--- src/rtl/pgmap_pkg.sv ---
package pgmap_pkg;
  typedef struct packed {
    logic data_cs_en;
    logic prog_cs_en;
    logic ee_en;
    logic win_en;
  } pgmap_ctrl_t;

  localparam logic [3:0] CTRL_RST = 4'b0110;

  function automatic int pg_width(input int big_dev);
    return (big_dev != 0) ? 5 : 3;
  endfunction
endpackage

--- src/rtl/pgmap_regs.sv ---
module pgmap_regs #(
  parameter int DW = 8
) (
  input  logic                   clk,
  input  logic                   rst_n,
  input  logic                   wr_en,
  input  logic                   wr_reg,
  input  logic [DW-1:0]          wr_data,
  output logic [DW-1:0]          page_q,
  output pgmap_pkg::pgmap_ctrl_t ctrl_q
);
  always_ff @(posedge clk or negedge rst_n) begin
    if (!rst_n) begin
      page_q <= '0;
      ctrl_q <= pgmap_pkg::CTRL_RST;
    end else if (wr_en) begin
      if (wr_reg) ctrl_q <= wr_data[3:0];
      else        page_q <= wr_data;
    end
  end


  page_load_chk: assert property (@(posedge clk) disable iff (!rst_n)
    (wr_en && !wr_reg) |=> (page_q == $past(wr_data)));


  ctrl_load_chk: assert property (@(posedge clk) disable iff (!rst_n)
    (wr_en && wr_reg) |=> (ctrl_q == $past(wr_data[3:0])));
endmodule

--- src/rtl/pgmap_xlate.sv ---
module pgmap_xlate #(
  parameter int DW   = 8,
  parameter int PG_W = 5
) (
  input  logic            clk,
  input  logic            rst_n,
  input  logic            win_en,
  input  logic [DW-1:0]   page_q,
  input  logic [15:0]     cpu_addr,
  output logic [PG_W-1:0] phys_page,
  output logic [13:0]     phys_ofs
);
  localparam int HI_W = PG_W - 2;
  localparam logic [PG_W-1:0] LAST_PG = '1;

  logic in_fixed, in_window;
  assign in_fixed  = cpu_addr[15] & cpu_addr[14];
  assign in_window = cpu_addr[15] & ~cpu_addr[14];

  always_comb begin
    phys_ofs = cpu_addr[13:0];
    if (in_fixed)
      phys_page = LAST_PG;
    else if (win_en && in_window)
      phys_page = page_q[PG_W-1:0];
    else
      phys_page = {{HI_W{1'b1}}, cpu_addr[15:14]};
  end


  fixed_last_chk: assert property (@(posedge clk) disable iff (!rst_n)
    (cpu_addr[15:14] == 2'b11) |-> (&phys_page));


  unpaged_high_chk: assert property (@(posedge clk) disable iff (!rst_n)
    !win_en |-> ((&phys_page[PG_W-1:2]) && phys_page[1:0] == cpu_addr[15:14]));
endmodule

--- src/rtl/pgmap_decode.sv ---
module pgmap_decode #(
  parameter bit A19_GATE = 1'b1
) (
  input  logic                   clk,
  input  logic                   rst_n,
  input  pgmap_pkg::pgmap_ctrl_t ctrl,
  input  logic [15:0]            cpu_addr,
  input  logic                   data_a19,
  output logic                   prog_sel,
  output logic                   ee_sel,
  output logic                   data_sel
);
  logic top4k, a19_ok;
  assign top4k = (cpu_addr[15:12] == 4'hF);

  generate
    if (A19_GATE) begin : g_gate
      assign a19_ok = data_a19;
    end else begin : g_nogate
      assign a19_ok = 1'b1;
    end
  endgenerate

  assign ee_sel   = ctrl.ee_en & top4k;
  assign prog_sel = ctrl.prog_cs_en & cpu_addr[15] & ~ee_sel;
  assign data_sel = ctrl.data_cs_en & ~cpu_addr[15] & a19_ok;


  one_sel_chk: assert property (@(posedge clk) disable iff (!rst_n)
    $onehot0({prog_sel, ee_sel, data_sel}));


  ee_hides_flash_chk: assert property (@(posedge clk) disable iff (!rst_n)
    ee_sel |-> !prog_sel);


  prog_upper_chk: assert property (@(posedge clk) disable iff (!rst_n)
    prog_sel |-> (cpu_addr[15] && ctrl.prog_cs_en));
endmodule

--- src/rtl/pgmap_top.sv ---
module pgmap_top #(
  parameter int DW       = 8,
  parameter bit BIG_DEV  = 1'b1,
  parameter bit A19_GATE = 1'b1,
  localparam int PG_W    = pgmap_pkg::pg_width(int'(BIG_DEV))
) (
  input  logic            clk,
  input  logic            rst_n,
  input  logic            wr_en,
  input  logic            wr_reg,
  input  logic [DW-1:0]   wr_data,
  input  logic [15:0]     cpu_addr,
  input  logic            data_a19,
  output logic [PG_W-1:0] phys_page,
  output logic [13:0]     phys_ofs,
  output logic            prog_sel,
  output logic            ee_sel,
  output logic            data_sel
);
  logic [DW-1:0]          page_q;
  pgmap_pkg::pgmap_ctrl_t ctrl_q;

  pgmap_regs #(.DW(DW)) u_regs (
    .clk(clk), .rst_n(rst_n), .wr_en(wr_en), .wr_reg(wr_reg),
    .wr_data(wr_data), .page_q(page_q), .ctrl_q(ctrl_q)
  );

  pgmap_xlate #(.DW(DW), .PG_W(PG_W)) u_xlate (
    .clk(clk), .rst_n(rst_n), .win_en(ctrl_q.win_en), .page_q(page_q),
    .cpu_addr(cpu_addr), .phys_page(phys_page), .phys_ofs(phys_ofs)
  );

  pgmap_decode #(.A19_GATE(A19_GATE)) u_dec (
    .clk(clk), .rst_n(rst_n), .ctrl(ctrl_q), .cpu_addr(cpu_addr),
    .data_a19(data_a19), .prog_sel(prog_sel), .ee_sel(ee_sel),
    .data_sel(data_sel)
  );


  initial pg_width_chk: assert (PG_W == (BIG_DEV ? 5 : 3));
endmodule

--- config.mk ---
export PLATFORM = sky130hd
export DESIGN_NAME = pgmap_top
export DESIGN_NICKNAME = d
export VERILOG_FILES = /design/src/rtl/pgmap_pkg.sv /design/src/rtl/pgmap_regs.sv /design/src/rtl/pgmap_xlate.sv /design/src/rtl/pgmap_decode.sv /design/src/rtl/pgmap_top.sv
export SDC_FILE = /design/constraint.sdc
export NUM_CORES = 1
export LEC_CHECK = 0
export ABC_AREA = 1
export BUFFER_PORTS_ARGS = -buffer_cell sky130_fd_sc_hd__buf_2
export CAP_MARGIN = 20
export CORE_MARGIN = 1
export CORE_UTILIZATION = 37
export CTS_CLUSTER_SIZE = 28
export DETAILED_ROUTE_END_ITERATION = 16
export GPL_TIMING_DRIVEN = 0
export PLACE_DENSITY = 0.84
export SYNTH_ARGS = -nofsm -noshare
export SYNTH_HDL_FRONTEND = slang
export SYNTH_SLANG_ARGS = --single-unit
export TNS_END_PERCENT = 5
--- constraint.sdc ---
create_clock -name clk -period 2.8 [get_ports clk]
set_clock_uncertainty 0.15 [all_clocks]
set_input_delay 0.42 -clock clk [delete_from_list [all_inputs] [get_ports clk]]
set_output_delay 0.42 -clock clk [all_outputs]
set_load 0.05 [all_outputs]
==> results of run 1 <==
## worst paths after layout
kind,end,cells past startpoint,slack (ps),start
setup / recovery,ee_sel,3,990,u_regs.ctrl_q[1]$_DFFE_PN1P_
hold / removal,u_regs.ctrl_q[1]$_DFFE_PN1P_,3,250,wr_data[1]
setup reg to reg,u_regs.ctrl_q[2]$_DFFE_PN1P_,2,1930,u_regs.ctrl_q[2]$_DFFE_PN1P_
hold reg to reg,u_regs.page_q[4]$_DFFE_PN0P_,2,340,u_regs.page_q[4]$_DFFE_PN0P_
max in group asynchronous,u_regs.ctrl_q[1]$_DFFE_PN1P_,2,1860,rst_n
min in group asynchronous,u_regs.page_q[1]$_DFFE_PN0P_,2,390,rst_n
## report_power, final
| group | internal [mW] | switching (mW) |
|---|---|---|
| registers | 0.149 | 0.00959 |
| logic | 0.0423 | 0.0907 |
| clock network | 0.0548 | 0.0435 |
| total | 0.246 | 0.144 |
## area by class of cell
cell class | instances | area (um2) | area share, %
multi-input cells | 37 | 165.2 | 21.67
clock buffers | 4 | 26.28 | 3.448
repair buffers | 36 | 185.2 | 24.30
well taps | 15 | 18.77 | 2.463
plain buffers | 14 | 105.1 | 13.79
inverters | 9 | 33.78 | 4.433
flip-flops and latches | 9 | 227.7 | 29.88
## cell usage after synthesis, drive strengths merged
master	number	area share, %
a21boi	1	1.4
buf	14	20
dfrtp	7	33
dfstp	2	9.9
inv	9	6.4
nand2	21	16
nand3	2	1.9
nor2	5	4.0
o21ai	8	7.5
## worst max-delay path: cells and delay by family, from the launching register on
kind | cells | cell delay, ps
buf+inv | 1 | 280
flops | 1 | 530
simple gates | 2 | 180
## routing by layer
metal	GRT usage (%)	up-vias	wire (um)
li1	-	276	-
met1	16.67	217	457
met2	20.16	32	472
met3	2.273	0	106
met4	7.759	0	0
met5	0	-	0
## registers in the layout, indices dropped and copies added (netlist names)
register       flops
u_regs.ctrl_q      4
u_regs.page_q      5
## stage by stage
stage / cells / power (mW) / cell area [um2]
finish: 124 / 0.3898 / 762.0
global route: 124 / 0.4124 / 762.0
CTS: 124 / 0.3928 / 762.0
detailed placement: 119 / 0.2935 / 725.7
global placement: 119 / 0.2907 / 725.7
floorplan: 69 / 0.2593 / 531.8
## kinds of logic (layout without fill, tap and decap cells)
| logic type | Yosys count | in the layout | synth area share [%] |
|---|---|---|---|
| AO/OA/AOI/OAI | 9 | 9 | 8.942 |
| buffers and inverters | 23 | 63 | 26.12 |
| flip-flops | 9 | 9 | 42.82 |
| AND/OR/NAND/NOR | 28 | 28 | 22.12 |
## what timing repair did
action                                 4_1_cts  5_1_grt
endpoints found under the hold margin        7        0
hold buffers                                 1        0
setup endpoints to repair                    0        0
==> impl_metrics.tcl, run 1 <==
set metrics [dict create \
    ys_seq_elements 9 \
    min_period_over_period_pct 64.59 \
    core-area_um2 1318 \
    cap_violations 0 \
    dr.pass1.iters 2 \
    die_h_um 39.91 \
    routed_wl_um 1037 \
    n_fill_cell 118 \
    root_buffer "clkbuf_4" \
    hold_slack_ps 249.4 \
    cp_slowest_cell "dfstp_2" \
    io_pins 51 \
    report.final.setup_viol 0 \
    wl_per_cell_um 8.363 \
    status "completed" \
    dpl.hpwl_um 839.7 \
    numCtsBuffers 3 \
    antenna_cells 0 \
    cp_slowest_stage_delay_ps 530 \
    mostFrequentLayoutCell "buf_2" \
    hold_viol_final 0 \
    port_buffers 35 \
    htree_levels 1 \
    ir_drop_mv 0.2808 \
    ys_warn_count 0 \
    gp_congestion 0.6933 \
    clkSinkCount 9 \
    timing.final.ws_setup_ps 991.5 \
    num_vias 525 \
    floorplan.rows 13 \
    critical_path_required_ps 2230 \
    grt_use_total_pct 13.00 \
    syn_area_um2 531.8 \
    clock_path_buffers 2 \
    die_w_um 39.91 \
    first_iter_violations 7 \
    critPathArrivalTime_ps 1240 \
    period_needed_ps 1808 \
    nets 139 \
    final_cell_mix "buf_2, nand2_1, buf_4" \
    synthCells 69 \
    drc 0 \
    crit_type "flop to output pin" \
    rsz0062_at_grt "false" \
    grt_pass1_vias 361 \
    drive_gt1_share_pct 53.21 \
    syn_area_per_cell_um2 7.707 \
    cts_resized 0 \
    grt_pass1_wl_um 1380 \
    fmax_mhz 552.9 \
    maxSlewViolCount 0 \
    syn-num-nets 98 \
    ys_seq_area_share_pct 42.82 \
    vias_per_cell 4.234 \
    antenna_left 0 \
    grt_overflow 0 \
    cp-end-kind "output pin" \
    place_ws_ps 1086 \
    post-route-util_pct 57.83 \
    ys_types 11 \
    insertion_delay_ps 250 \
    timing.slew.headroom_pct 83.18 \
    worst_setup_path_start_kind "flop" \
    syn2layout_area_growth_pct 43.29 \
    min_path_type "input pin to flop" \
    antenna_found_initial 0 \
    fin_setup_tns_ps 0 \
    p_leak_nw 0.4450 \
    grt_max_degree 10 \
    power_density_nw_per_um2 511.6 \
    cts_setup_buffers 0 \
    crit_chain "nand3_1 -> nor2_1 -> buf_2" \
    start_util_pct 40.36 \
    worstPathMaxFanout 2 \
    clk_pin_slew_ps 60 \
    die-area_um2 1593 \
    cts_tree "done" \
    tightest_slew_ps 254.0 \
]
Note: power is estimated with default switching activity, not from simulation.
==> inputs of run 2 (changes only) <==
--- a/config.mk
+++ b/config.mk
@@ -5,15 +5,15 @@
 export SDC_FILE = /design/constraint.sdc
 export NUM_CORES = 1
 export LEC_CHECK = 0
-export ABC_AREA = 1
+export ABC_AREA = 0
 export BUFFER_PORTS_ARGS = -buffer_cell sky130_fd_sc_hd__buf_2
 export CAP_MARGIN = 20
 export CORE_MARGIN = 1
-export CORE_UTILIZATION = 37
+export CORE_UTILIZATION = 31
 export CTS_CLUSTER_SIZE = 28
 export DETAILED_ROUTE_END_ITERATION = 16
 export GPL_TIMING_DRIVEN = 0
-export PLACE_DENSITY = 0.84
+export PLACE_DENSITY = 0.76
 export SYNTH_ARGS = -nofsm -noshare
 export SYNTH_HDL_FRONTEND = slang
 export SYNTH_SLANG_ARGS = --single-unit
==> constraint.sdc (replaced) <==
create_clock -name clk -period 1.5 [get_ports clk]
set_clock_uncertainty 0.15 [all_clocks]
set_input_delay 0.225 -clock clk [delete_from_list [all_inputs] [get_ports clk]]
set_output_delay 0.225 -clock clk [all_outputs]
set_load 0.05 [all_outputs]
==> impl_metrics.tcl, run 2 <==
set metrics [dict create \
    critPathArrivalTime_ps 1240 \
    num_vias 487 \
    ys_seq_area_share_pct 42.52 \
    htree_levels 1 \
    largestRegisters "u_regs.page_q x5, u_regs.ctrl_q x4" \
    grt_pass1_wl_um 1994 \
    antenna_found_initial 0 \
    dr.pass1.iters 11 \
    syn_area_um2 535.5 \
    post-route-util_pct 52.89 \
    wl_per_cell_um 11.88 \
    routed_wl_um 1224 \
    finalNonFillerCells 103 \
    crit_type "flop to output pin" \
    port_buffers 35 \
    die-area_um2 1897 \
    synth_top_family_by_area "multiplexers" \
    hold_viol_final 0 \
    top_layer_used "met4" \
    insertion_delay_ps 250 \
    synth_area_leaders "dfrtp_1, buf_4, mux2_4" \
    die_w_um 43.56 \
    regMostFlops "u_regs.page_q" \
    drive_gt1_share_pct 80.46 \
    fin_setup_tns_ps -488.0 \
    worst_setup_path_start_kind "flop" \
    ys_seq_elements 9 \
    synthMuxAreaShare_pct 21.73 \
    n_fill_cell 143 \
    multi_input_area_um2 209.0 \
    gp_congestion 0.7474 \
    critical_path_required_ps 1120 \
    dpl_cell_area_um2 733.2 \
    p_leak_nw 0.4400 \
    synthXorXnorAreaFrac_pct 0 \
    start_util_pct 34.35 \
    synthCells 46 \
    syn-num-nets 75 \
    ys_types 15 \
    clkSinkCount 9 \
    antenna_cells 0 \
    grt_pass1_vias 503 \
    ys_warn_count 0 \
    drc 14 \
    ys_async_sr_fraction_pct 100.0 \
    grt_overflow 0 \
    die_h_um 43.56 \
    clock_path_buffers 2 \
    ys.flop_type "dfrtp_1" \
    syn_area_per_cell_um2 11.64 \
    mostFrequentLayoutCell "buf_2" \
    worstPathMaxFanout 2 \
    cp-end-kind "output pin" \
    final_cell_mix "buf_2, buf_4, dfrtp_1" \
    min_period_over_period_pct 107.4 \
    tightest_slew_ps 250.6 \
    timing.slew.headroom_pct 83.41 \
    timing.final.ws_setup_ps -111.1 \
    min_path_type "input pin to flop" \
    regArea_um2 227.7 \
    cap_violations 0 \
    ys_top_cells_by_count "buf_4, dfrtp_1, mux2_2" \
    first_iter_violations 16 \
    numCtsBuffers 3 \
    grt_max_degree 10 \
    dpl.hpwl_um 948.3 \
    largest_reg_flops 5 \
    vias_per_cell 4.728 \
    rsz0062_at_grt "true" \
    period_needed_ps 1611 \
    clk_pin_slew_ps 70 \
    root_buffer "clkbuf_4" \
    ir_drop_mv 0.5780 \
    floorplan.rows 14 \
    antenna_left 0 \
    synth-simple-area-share_pct 12.85 \
    nets 117 \
    report.final.setup_viol 6 \
    route.met3.wl_um 146 \
    dr_wl_met2_um 601 \
    dp_cells 97 \
    synth_top_area_share_pct 32.71 \
    io_pins 51 \
    grt_use_total_pct 14.61 \
    cts_tree "done" \
    synth_top_area_cell "dfrtp_1" \
    power_density_nw_per_um2 969.1 \
    synth_edf_count 0 \
    fin_area_um2 824.5 \
    syn2layout_area_growth_pct 53.97 \
    power.total_uw 799.0 \
    synth_adder_area_share_pct 0 \
    synth_most_common_cell "buf_4" \
    core-area_um2 1559 \
    m1WireLength_um 465 \
    status "finished, violations left" \
    synth_compound_area_share_pct 2.570 \
    fmax_mhz 620.7 \
    maxSlewViolCount 0 \
    failed_checks "DRC, setup timing" \
]
## run 2: changes by cell type in the layout (fill, tap and decap cells not counted), sizes merged, moves of 2 or more
cell	before	now
and3	0	2
inv	9	1
mux2	0	9
nand2	21	2
nand3	2	0
nor2	5	2
o21ai	8	0
or3	0	3
## run 2: area by class of cell
class                           instances  share of cell area (%)
Timing Repair Buffer                   37                   28.22
Sequential cell                         9                   27.62
Multi-Input combinational cell         22                   25.34
Buffer                                 14                   12.75
Clock buffer                            4                   3.187
Tap cell                               16                   2.428
Inverter                                1                  0.4552
## run 2: timing repair
action / CTS / global route
setup buffers: 1 / 0
hold endpoints to repair: 9 / 0
hold buffers: 1 / 0
gates resized for setup: 12 / 4
endpoints found under the setup margin: 5 / 7
pin swaps: 3 / 1
gates cloned: 0 / 0
## run 2: worst max-delay path, cell delays in order (launching register included)
cell     delay [ps]
dfstp_2         530
nand4_1         120
and3_4          190
buf_6           140
## run 2: worst paths after layout
| check | startpoint | endpoint | slack [ps] | cells after the start |
|---|---|---|---|---|
| setup / recovery | u_regs.ctrl_q[1]$_DFFE_PN1P_ | prog_sel | -110 | 3 |
| hold / removal | wr_data[4] | u_regs.page_q[4]$_DFFE_PN0P_ | 50 | 2 |
| min in group asynchronous | rst_n | u_regs.page_q[2]$_DFFE_PN0P_ | 190 | 2 |
| hold reg to reg | u_regs.page_q[1]$_DFFE_PN0P_ | u_regs.page_q[1]$_DFFE_PN0P_ | 350 | 1 |
| max in group asynchronous | rst_n | u_regs.ctrl_q[1]$_DFFE_PN1P_ | 750 | 2 |
| setup reg to reg | u_regs.ctrl_q[0]$_DFFE_PN0P_ | u_regs.ctrl_q[0]$_DFFE_PN0P_ | 440 | 2 |
## run 2: kinds of logic (layout without fill, tap and decap cells)
| family | Yosys count | after routing |
|---|---|---|
| DFF | 9 | 9 |
| AOI/OAI and AO/OA | 2 | 2 |
| buffers and inverters | 15 | 56 |
| muxes | 9 | 9 |
| and+or+nand+nor | 11 | 11 |
## run 2: power by group
group          switching [mW]  leakage (nW)  internal (mW)  total (mW)
sequential             0.0203         0.103          0.285       0.305
clock                  0.0832        0.0150          0.102       0.186
combinational           0.179         0.322          0.130       0.308
## run 2: through the flow
| stage | worst slack [ps] | hold slack [ps] |
|---|---|---|
| after floorplan | -30.25 | -220.6 |
| after global placement | 96.84 | -68.40 |
| after detailed placement | 90.46 | -60.52 |
| after CTS | -125.7 | 41.14 |
| after global routing | -191.5 | 39.77 |
| final | -111.1 | 45.64 |
## run 2: layer usage
layer	track usage, %	vias up
met4	11.25	0
met1	15.79	218
met5	0	-
met3	2.917	2
met2	24.78	40
li1	-	227
==> inputs of run 3 (changes only) <==
--- a/config.mk
+++ b/config.mk
@@ -9,12 +9,13 @@
 export BUFFER_PORTS_ARGS = -buffer_cell sky130_fd_sc_hd__buf_2
 export CAP_MARGIN = 20
 export CORE_MARGIN = 1
-export CORE_UTILIZATION = 31
+export CORE_UTILIZATION = 35
 export CTS_CLUSTER_SIZE = 28
 export DETAILED_ROUTE_END_ITERATION = 16
 export GPL_TIMING_DRIVEN = 0
-export PLACE_DENSITY = 0.76
+export PLACE_DENSITY = 0.78
 export SYNTH_ARGS = -nofsm -noshare
 export SYNTH_HDL_FRONTEND = slang
+export SYNTH_HIERARCHICAL = 1
 export SYNTH_SLANG_ARGS = --single-unit
 export TNS_END_PERCENT = 5
==> impl_metrics.tcl, run 3 <==
set metrics [dict create \
    wl_per_cell_um 10.90 \
    root_buffer "clkbuf_4" \
    syn-num-nets 76 \
    start_util_pct 39.91 \
    p_sw_uw 284.6 \
    syn_area_um2 551.8 \
    core-area_um2 1383 \
    htree_levels 1 \
    rsz0062_at_grt "true" \
    power_density_nw_per_um2 958.1 \
    crit_type "flop to output pin" \
    fmax_mhz 600.6 \
    first_iter_violations 2 \
    tightest_slew_ps 250.4 \
    floorplan.rows 13 \
    synthCells 47 \
    io_pins 51 \
    period_needed_ps 1665 \
    status "finished, violations left" \
    holdCritStartpoint "wr_data[4]" \
    routed_wl_um 1123 \
    clock_path_buffers 2 \
    numCtsBuffers 3 \
    final_cell_mix "buf_2, buf_4, buf_6, dfrtp_1, mux2_4" \
    timing.final.ws_setup_ps -165.1 \
    grt_use_total_pct 13.93 \
    min_path_type "input pin to flop" \
    holdPathStages 2 \
    vias_per_cell 4.466 \
    reg2reg_depth 2 \
    r2r_end "u_regs/ctrl_q[1]$_DFFE_PN1P_" \
    drive_gt1_share_pct 79.55 \
    gp_congestion 0.7105 \
    dr.pass1.iters 2 \
    clk_pin_slew_ps 70 \
    drc 0 \
    cts_tree "done" \
    antenna_cells 0 \
    insertion_delay_ps 260 \
    p_leak_nw 0.4519 \
    dpl.hpwl_um 894.1 \
    min_period_over_period_pct 111.0 \
    ys_warn_count 6 \
    grt_overflow 0 \
    cp-end-kind "output pin" \
    clkSinkCount 9 \
    worstPathMaxFanout 2 \
    worst_setup_path_start_kind "flop" \
    fin_area_um2 833.3 \
    worst_r2r_startpoint "u_regs/ctrl_q[1]$_DFFE_PN1P_" \
    cap_violations 0 \
    dp_cells 97 \
    syn2layout_area_growth_pct 51.02 \
    seqPwrFrac_pct 38.4 \
    failed_checks "setup timing" \
    timing.slew.headroom_pct 83.42 \
    report.final.setup_viol 5 \
    antenna_left 0 \
    dpl_cell_area_um2 748.2 \
    post-route-util_pct 60.27 \
    nets 118 \
    critical_path_required_ps 1120 \
    num_vias 460 \
    port_buffers 35 \
    hold_viol_final 0 \
    regMostFlops "u_regs/page_q" \
    regToRegSetupSlack_ps 540 \
    grt_max_degree 10 \
    grt_pass1_vias 427 \
    power.total_uw 798.4 \
    place_ws_ps 50.27 \
    maxSlewViolCount 0 \
    cp_slowest_cell "dfstp_2" \
    hold_path_end "u_regs/page_q[4]$_DFFE_PN0P_" \
    crit_chain "nand4_1 -> and3_1 -> buf_6" \
    p_sw_share_pct 35.64 \
    comb_power_share_pct 38.6 \
    syn_area_per_cell_um2 11.74 \
    largestRegisters "u_regs/page_q x5, u_regs/ctrl_q x4" \
    mostFrequentLayoutCell "buf_2" \
    die_h_um 41.71 \
    die-area_um2 1739 \
    clkPwrFrac_pct 23.0 \
    critPathArrivalTime_ps 1290 \
    die_w_um 41.71 \
    cp_slowest_stage_delay_ps 530 \
    largest_reg_flops 5 \
    finalNonFillerCells 103 \
    intPower_uw 513.8 \
    ir_drop_mv 0.5767 \
    antenna_found_initial 0 \
    grt_pass1_wl_um 1856 \
]
==> run 3: power groups by stage <==
| stage | clock, mW | combinational, mW | sequential (mW) |
|---|---|---|---|
| 2_1_floorplan | 0 | 0.225 | 0.302 |
| 3_3_place_gp | 0 | 0.282 | 0.307 |
| 3_5_place_dp | 0 | 0.286 | 0.309 |
| 4_1_cts | 0.191 | 0.309 | 0.306 |
| 5_1_grt | 0.204 | 0.325 | 0.310 |
| 6_report | 0.184 | 0.308 | 0.306 |
==> run 3: how the worst max path moves through the flow <==
stage	startpoint	endpoint	slack, ps	cells after the start
3_3_place_gp	u_regs/ctrl_q[1]$_DFFE_PN1P_	prog_sel	60	3
3_5_place_dp	u_regs/ctrl_q[1]$_DFFE_PN1P_	prog_sel	50	3
6_report	u_regs/ctrl_q[1]$_DFFE_PN1P_	prog_sel	-170	3
5_1_grt	u_regs/ctrl_q[1]$_DFFE_PN1P_	prog_sel	-180	3
2_1_floorplan	u_regs/ctrl_q[1]$_DFFE_PN1P_	ee_sel	80	2
4_1_cts	u_regs/ctrl_q[1]$_DFFE_PN1P_	prog_sel	-150	3
==> run 3: final cells by class <==
| cell class | count | area, um2 |
|---|---|---|
| multi-input combinational | 21 | 205.2 |
| buffer | 15 | 116.4 |
| timing repair buffer | 37 | 230.2 |
| clock buffer | 3 | 22.52 |
| fill | 134 | 549.3 |
| tap | 15 | 18.77 |
| sequential | 9 | 227.7 |
| inverter | 2 | 7.507 |
| clock inverter | 1 | 5.005 |
==> run 3: stage by stage <==
| step | setup TNS [ps] | hold WS, ps |
|---|---|---|
| 3_3_place_gp | 0 | -68.66 |
| 5_1_grt | -873.6 | 51.32 |
| 3_5_place_dp | 0 | -62.25 |
| 2_1_floorplan | 0 | -220.6 |
| 6_report | -597.9 | 50.90 |
| 4_1_cts | -575.5 | 42.61 |
==> run 3: critical path, delay by kind of cell, from the launching register on <==
kind / cells / cell delay (ps)
simple gates: 2 / 350
buf+inv: 1 / 150
flops: 1 / 530
==> run 3: timing repair <==
action                                  in CTS  in global routing
hold endpoints to repair                     9                  0
pin swaps                                    3                  0
hold buffers                                 1                  0
endpoints found under the setup margin       6                  7
resized for setup                           13                  0
setup buffers                                1                  0
==> run 3: per-layer routing <==
layer,up-vias,GRT usage [%],wire length [um]
met2,41,22.19,468
li1,228,-,-
met4,0,5.806,11
met5,-,0,0
met1,189,17.91,508
met3,2,3.478,134
